[config.mk]
export PLATFORM = sky130hd
export DESIGN_NAME = keyed_wdt
export DESIGN_NICKNAME = d
export VERILOG_FILES = /design/src/rtl/wdt_pkg.sv /design/src/rtl/wdt_key_gate.sv /design/src/rtl/wdt_counter.sv /design/src/rtl/keyed_wdt.sv
export SDC_FILE = /design/constraint.sdc
export NUM_CORES = 1
export LEC_CHECK = 0
export BUFFER_PORTS_ARGS = -buffer_cell sky130_fd_sc_hd__buf_4
export CAP_MARGIN = 25
export CORE_UTILIZATION = 40
export CTS_BUF_LIST = sky130_fd_sc_hd__clkbuf_4
export DETAILED_ROUTE_END_ITERATION = 8
export PLACE_DENSITY = 0.82
export SLEW_MARGIN = 20
export SYNTH_ARGS = -nofsm -noshare
export SYNTH_HDL_FRONTEND = slang
export SYNTH_HIERARCHICAL = 1
export SYNTH_SLANG_ARGS = --single-unit
export TNS_END_PERCENT = 1
[constraint.sdc]
create_clock -name clk_i -period 1.9 [get_ports clk_i]
set_clock_uncertainty 0.05 [all_clocks]
set_input_delay 0.285 -clock clk_i [delete_from_list [all_inputs] [get_ports clk_i]]
set_output_delay 0.285 -clock clk_i [all_outputs]
set_load 0.02 [all_outputs]
[src/rtl/wdt_pkg.sv]
package wdt_pkg;
   typedef enum logic [1:0] {
      STG_IDLE  = 2'd0,
      STG_GRACE = 2'd1,
      STG_FIRED = 2'd2
   } wdt_stage_e;

   localparam int unsigned CMD_BIT = 8;
   localparam int unsigned KEY_LSB = 9;
endpackage

[src/rtl/wdt_key_gate.sv]
module wdt_key_gate
   import wdt_pkg::*;
#(
   parameter int unsigned CNT_W    = 8,
   parameter int unsigned KEY_W    = 7,
   parameter bit          KEY_LOCK = 1'b1
) (
   input  logic             clk_i,
   input  logic             rst_ni,
   input  logic             we_i,
   input  logic [31:0]      wdata_i,
   output logic             load_o,
   output logic             load_cmd_o,
   output logic [CNT_W:0]   load_cnt_o
);
   localparam int unsigned CW = CNT_W + 1;

   logic [KEY_W-1:0] key_q;
   logic             armed_q;
   logic [KEY_W-1:0] new_key;
   logic [CNT_W-1:0] new_cnt;
   logic             key_ok;

   assign new_key = wdata_i[KEY_LSB +: KEY_W];
   assign new_cnt = wdata_i[CNT_W-1:0];

   generate
      if (KEY_LOCK) begin : g_lock
         assign key_ok = !armed_q || (new_key == ~key_q);
      end else begin : g_open
         assign key_ok = 1'b1;
      end
   endgenerate

   assign load_o     = we_i && key_ok;
   assign load_cmd_o = wdata_i[CMD_BIT];
   assign load_cnt_o = (new_cnt == '0) ? CW'(1 << CNT_W) : {1'b0, new_cnt};

   always_ff @(posedge clk_i or negedge rst_ni) begin
      if (!rst_ni) begin
         key_q   <= '0;
         armed_q <= 1'b0;
      end else if (load_o) begin
         key_q   <= new_key;
         armed_q <= wdata_i[CMD_BIT];
      end
   end

   p_wrong_key_r3: assert property (@(posedge clk_i) disable iff (!rst_ni)
      (KEY_LOCK && we_i && armed_q && new_key != ~key_q)
         |=> ($stable(key_q) && $stable(armed_q)));

   p_armed_follows_cmd_r6: assert property (@(posedge clk_i) disable iff (!rst_ni)
      load_o |=> (armed_q == $past(wdata_i[CMD_BIT])));
endmodule

[src/rtl/wdt_counter.sv]
module wdt_counter
   import wdt_pkg::*;
#(
   parameter int unsigned CNT_W = 8,
   parameter int unsigned GRACE = 10
) (
   input  logic           clk_i,
   input  logic           rst_ni,
   input  logic           load_i,
   input  logic           load_cmd_i,
   input  logic [CNT_W:0] load_cnt_i,
   input  logic           tick_i,
   output logic [CNT_W:0] cnt_o,
   output logic           run_o,
   output wdt_stage_e     stage_o,
   output logic           nmi_o,
   output logic           rst_req_o
);
   localparam int unsigned CW = CNT_W + 1;
   localparam logic [CW-1:0] GRACE_V = CW'(GRACE);

   logic [CW-1:0] cnt_q;
   logic          run_q;
   wdt_stage_e    stage_q;
   logic          nmi_q;
   logic          rreq_q;

   always_ff @(posedge clk_i or negedge rst_ni) begin
      if (!rst_ni) begin
         cnt_q   <= '0;
         run_q   <= 1'b0;
         stage_q <= STG_IDLE;
         nmi_q   <= 1'b0;
         rreq_q  <= 1'b0;
      end else begin
         rreq_q <= 1'b0;
         if (load_i) begin
            cnt_q   <= load_cnt_i;
            run_q   <= load_cmd_i;
            stage_q <= STG_IDLE;
            nmi_q   <= 1'b0;
         end else if (run_q && tick_i) begin
            if (cnt_q > CW'(1)) begin
               cnt_q <= cnt_q - CW'(1);
            end else if (stage_q == STG_IDLE) begin
               cnt_q   <= GRACE_V;
               stage_q <= STG_GRACE;
               nmi_q   <= 1'b1;
            end else begin
               cnt_q   <= '0;
               run_q   <= 1'b0;
               stage_q <= STG_FIRED;
               rreq_q  <= 1'b1;
            end
         end
      end
   end

   assign cnt_o     = cnt_q;
   assign run_o     = run_q;
   assign stage_o   = stage_q;
   assign nmi_o     = nmi_q;
   assign rst_req_o = rreq_q;

   p_hold_no_tick_r7: assert property (@(posedge clk_i) disable iff (!rst_ni)
      (!load_i && !(run_q && tick_i)) |=> $stable(cnt_q));

   p_nmi_grace_r8: assert property (@(posedge clk_i) disable iff (!rst_ni)
      $rose(nmi_q) |-> (cnt_q == GRACE_V && stage_q == STG_GRACE));

   p_rst_pulse_r9: assert property (@(posedge clk_i) disable iff (!rst_ni)
      rreq_q |=> !rreq_q);

   p_rst_stops_r9: assert property (@(posedge clk_i) disable iff (!rst_ni)
      rreq_q |-> (!run_q && stage_q == STG_FIRED));

   p_service_r10: assert property (@(posedge clk_i) disable iff (!rst_ni)
      load_i |=> (!nmi_q && stage_q == STG_IDLE));
endmodule

[src/rtl/keyed_wdt.sv]
module keyed_wdt
   import wdt_pkg::*;
#(
   parameter int unsigned CNT_W    = 8,
   parameter int unsigned KEY_W    = 7,
   parameter int unsigned GRACE    = 10,
   parameter bit          KEY_LOCK = 1'b1
) (
   input  logic        clk_i,
   input  logic        rst_ni,
   input  logic        we_i,
   input  logic [31:0] wdata_i,
   input  logic        tick_i,
   output logic        nmi_o,
   output logic        rst_req_o,
   output logic [31:0] stat_o
);
   localparam int unsigned CW = CNT_W + 1;

   generate
      if (CNT_W < 1 || CNT_W > CMD_BIT) begin : g_bad_cnt
         $error("keyed_wdt: CNT_W must lie in 1..8");
      end
      if (KEY_W < 1 || KEY_LSB + KEY_W > 32) begin : g_bad_key
         $error("keyed_wdt: key field does not fit the control word");
      end
      if (GRACE < 1 || GRACE > (1 << CNT_W)) begin : g_bad_grace
         $error("keyed_wdt: GRACE out of range");
      end
   endgenerate

   logic          load;
   logic          load_cmd;
   logic [CW-1:0] load_cnt;
   logic [CW-1:0] cnt;
   logic          run;
   wdt_stage_e    stage;

   wdt_key_gate #(
      .CNT_W   (CNT_W),
      .KEY_W   (KEY_W),
      .KEY_LOCK(KEY_LOCK)
   ) u_gate (
      .clk_i     (clk_i),
      .rst_ni    (rst_ni),
      .we_i      (we_i),
      .wdata_i   (wdata_i),
      .load_o    (load),
      .load_cmd_o(load_cmd),
      .load_cnt_o(load_cnt)
   );

   wdt_counter #(
      .CNT_W(CNT_W),
      .GRACE(GRACE)
   ) u_cnt (
      .clk_i     (clk_i),
      .rst_ni    (rst_ni),
      .load_i    (load),
      .load_cmd_i(load_cmd),
      .load_cnt_i(load_cnt),
      .tick_i    (tick_i),
      .cnt_o     (cnt),
      .run_o     (run),
      .stage_o   (stage),
      .nmi_o     (nmi_o),
      .rst_req_o (rst_req_o)
   );

   always_comb begin
      stat_o          = '0;
      stat_o[CW-1:0]  = cnt;
      stat_o[9]       = run;
      stat_o[11:10]   = stage;
   end

   p_nmi_only_when_running_r8: assert property (@(posedge clk_i) disable iff (!rst_ni)
      $rose(nmi_o) |-> $past(run));
endmodule

==> summary.md <==
| Metric | Value |
|---|---|
| Instance count along the most critical hold path | 3 |
| Syn Area/Cell | 9.37 um^2 |
| Number of global-route vias before repair | 1119 |
| Period minus WS final | 1.86 ns |
| Maximum number of buffers from clock root to sink | 2 |
| Origin of the worst min-delay path | wdata_i[8] |
| Final routed wire length divided by cell count | 12.9 um |
| Part of the power in registers | 34.8% |
| Result of the run | finished clean |
| Floorplan die area | 3850 um^2 |
| Setup violations, final | 0 |
| CP Capture Type | register |
| Effective utilization at floorplan | 42.6% |
| Floorplan row count | 21 |
| Die X-Extent | 62.1 um |
| Critical path cell sequence | inv_1 -> ha_1 -> or3b_4 -> nor4_2 -> mux2i_1 -> o21ai_0 |
| CP Class | register to register |
| Wire length of the first global-routing pass | 4710 um |
| Sort of element at the start of the critical path | register |
| Router iterations before antenna repair | 4 |
| Register-to-Register Setup Slack | 0.04 ns |
| CTS tree | done |
| Antenna Diode Count | 0 |
| Net load switching power | 0.000996 W |
| Post-synthesis cell count | 154 |
| Maximum fanout encountered on the critical timing path | 4 |
| Longest individual stage delay on the worst path | 0.45 ns |
| Cells on worst reg2reg path | 6 |
| Iteration-0 DRC count of the detailed router | 54 |
| Half-perimeter wire length after placement | 2190 um |
| Post-CTS clock slew at the launch and capture registers of the worst setup and hold paths | 0.13 ns |
| Compound-gate portion of the synthesized area | 13.4% |
| End of the worst hold path | u_gate/armed_q |
| Post-detailed-placement cell area | 1710 um^2 |
| Number of hold violations in the final report | 0 |
| Flip-flop and latch count after synthesis | 22 |
| Fmax | 0.539 GHz |
| Later-pin clock latency in the skew report | 0.31 ns |
| Placer Congestion | 0.821 |
| Largest delay contributor family on the critical path | simple AND/OR/NAND/NOR gates |
| PnR Total Power | 0.00247 W |
| Non-filler cells in the finished layout | 234 |
| Ratio of cells with drive above 1 in the final layout | 34.6% |
| Mux share of post-synthesis cell area | 7.55% |
| Part of the cycle the worst path needs | 97.7% |
| Startpoint of the worst register-to-register path | u_cnt/cnt_o[0] |
| Gr ovfl total | 0 |
| Total Routing Usage GR | 17.0% |
| Path type of the worst min-delay path | input pin to register |
| Avg Vias per Cell | 5.02 |
| Share of synthesized area occupied by flip-flops and latches | 38.2% |
| Share of total power in combinational logic | 50.8% |
| Core Footprint | 3390 um^2 |
| Final core occ | 52.8% |
| Critical path data required time | 2.05 ns |
| Crit path buffers/inverters | 1 |
| Combinational family with the most area after synthesis | simple AND/OR/NAND/NOR gates |
| Worst path setup slack after routing | 0.0434 ns |
| Crit path DAT | 2.00 ns |
| Slew Limit Fails | 0 |
| Top Ports | 70 |
| Post-synthesis share of cell area spent on and, or, nand and nor gates | 17.3% |
| Critical-path cell with the highest stage delay | or3b_4 |
| Adder-cell share of the synthesized area | 1.73% |
| Number of vias after detailed routing | 1175 |
| Count of synthesis-stage warnings from yosys | 6 |
| Worst setup slack after placement | 0.0471 ns |
| Largest net degree at the start of global routing | 33 |
| Netlist Area Pre-Place | 1440 um^2 |
| Number of port buffers | 33 |
| Leakage power | 0.817 nW |
| Count of unique library cells instantiated by Yosys | 39 |
| Worst VDD drop | 0.418 mV |
| Area Growth Syn to Fin | 24.1% |
| Clock power share | 14.5% |
| CTS Sinks | 22 |
| Power per standard cell area | 1380 nW/um^2 |
| Detailed-route wire length | 3010 um |
| Critical R2R Capture | u_cnt/cnt_o[6] |
| Routed Antenna Nets | 0 |
| Number of nets in the layout | 227 |
| Share of total power consumed by net switching | 40.4% |
| Summed area of non-filler cells in the final layout | 1790 um^2 |
| XOR/XNOR Fraction of Synth Area | 5.46% |
| Cell internal pwr | 0.00147 W |
| Number of buffers created by CTS | 3 |
| Die height | 62.1 um |
| Placed cell count | 229 |
| Number of maximum-capacitance constraint violations | 0 |
| Number of antenna violations at the first check in global routing | 0 |
| CTS Root Buffer Type | clkbuf_4 |
| H-tree level count | 1 |
| Final routed DRC violation total | 0 |
flip-flops by register name, summed over array words and instances (netlist names):
| name | count |
|---|---|
| u_cnt/stage_o | 2 |
| u_cnt/run_o | 1 |
| u_cnt/rst_req_o | 1 |
| u_cnt/nmi_o | 1 |
| u_gate/armed_q | 1 |
| u_cnt/cnt_o | 9 |
| u_gate/key_q | 7 |
layer usage:
layer	vias to the layer above	GRT usage, %	routed length (um)
met5	-	0	0
met4	0	7.30	15
met3	2	2.90	125
met2	33	29.2	1600
met1	572	21.0	1270
li1	568	-	-
cell type report:
type,count,area (um^2)
fill,320,1600
clock inverter,1,30.0
timing repair buffer,46,360
tap,46,57.6
multi-input combinational,111,748
inverter,5,18.8
sequential,22,553
clock buffer,3,22.5
worst max-delay path by stage:
stage | startpoint | endpoint | slack [ns] | cells past startpoint
after floorplan | u_cnt/cnt_o[1] | u_cnt/cnt_o[8] | 0.01 | 6
after global placement | u_cnt/cnt_o[0] | u_cnt/cnt_o[8] | 0.06 | 6
after detailed placement | u_cnt/cnt_o[0] | u_cnt/cnt_o[8] | 0.05 | 6
after CTS | u_cnt/cnt_o[0] | u_cnt/cnt_o[6] | 0.009 | 6
after global routing | u_cnt/cnt_o[1] | u_cnt/cnt_o[6] | -0.03 | 6
final | u_cnt/cnt_o[0] | u_cnt/cnt_o[6] | 0.04 | 6
timing repair:
item                                    4_1_cts  5_1_grt
resized for setup                             0        3
pin swaps                                     1        0
buffers inserted                              0        0
endpoints found under the setup margin        1        2
endpoints found under the hold margin        22        0
hold buffers                                  1        0
logic make-up after synthesis:
family | after synthesis
flip-flops | 22
XOR/XNOR | 9
buffers and inverters | 40
multiplexers | 10
adder cells (fa/ha/maj) | 2
AND/OR/NAND/NOR | 42
other | 1
AO/OA/AOI/OAI | 28
stage by stage:
step	hold WS, ns	setup TNS, ns
after floorplan	-0.0606	0
after global placement	0.141	0
after detailed placement	0.142	0
after CTS	0.110	0
after global routing	0.112	-0.0457
final	0.125	0
power groups by stage:
stage	clock [W]	sequential [W]	combinational (W)
4_1_cts	0.000369	0.000854	0.00123
2_1_floorplan	0	0.000990	0.000652
3_3_place_gp	0	0.000853	0.00119
6_report	0.000357	0.000857	0.00125
5_1_grt	0.000397	0.000891	0.00136
3_5_place_dp	0	0.000865	0.00121
synthesized netlist by cell type (all sizes together):
library cell / n / share of area (%)
mux2i: 3 / 2.1
o22ai: 1 / 1.4
and2: 1 / 0.43
nor3b: 1 / 0.52
conb: 1 / 0.26
a211oi: 1 / 0.52
and3: 1 / 0.78
clkbuf: 13 / 3.4
o31ai: 1 / 0.52
o41ai: 1 / 0.61
mux2: 7 / 5.5
nand3: 2 / 0.69
nor2: 9 / 2.3
nand2: 9 / 2.3
nor3: 3 / 1.0
o21ai: 9 / 3.1
nand4: 2 / 0.87
or4: 2 / 1.0
o21bai: 1 / 0.52
a221o: 3 / 2.1
dfrtp: 22 / 38
or3: 1 / 0.43
a41oi: 1 / 0.61
inv: 5 / 1.3
or2: 1 / 0.43
xor2: 7 / 4.2
xnor2: 2 / 1.2
nor2b: 2 / 0.87
a21oi: 5 / 1.7
buf: 22 / 11
nor4: 5 / 3.6
a22oi: 2 / 1.0
nand4b: 1 / 0.61
ha: 2 / 1.7
a31oi: 3 / 1.3
nor4b: 1 / 0.61
or3b: 1 / 0.61
cells in the final DEF (no fill, tap or decap), types with 2 or more instances in the layout:
master	count
nor4_1	2
dfrtp_2	2
ha_1	2
mux2_2	7
xor2_1	7
a22oi_1	2
nor2b_1	2
buf_4	44
nor2_1	9
nor4_4	2
clkbuf_4	3
conb_1	20
a31oi_1	3
or4_1	2
nand2_1	9
a221o_1	3
o21ai_0	9
a21oi_1	5
inv_1	5
mux2i_1	3
nand3_1	2
xnor2_1	2
dfrtp_1	20
nor3_1	3
nand4_1	2
worst min-delay path: stages:
cell	delay [ns]
buf_4	0.08
nand2_1	0.05
nand2_1	0.04
Note: power is estimated with default switching activity, not from simulation.
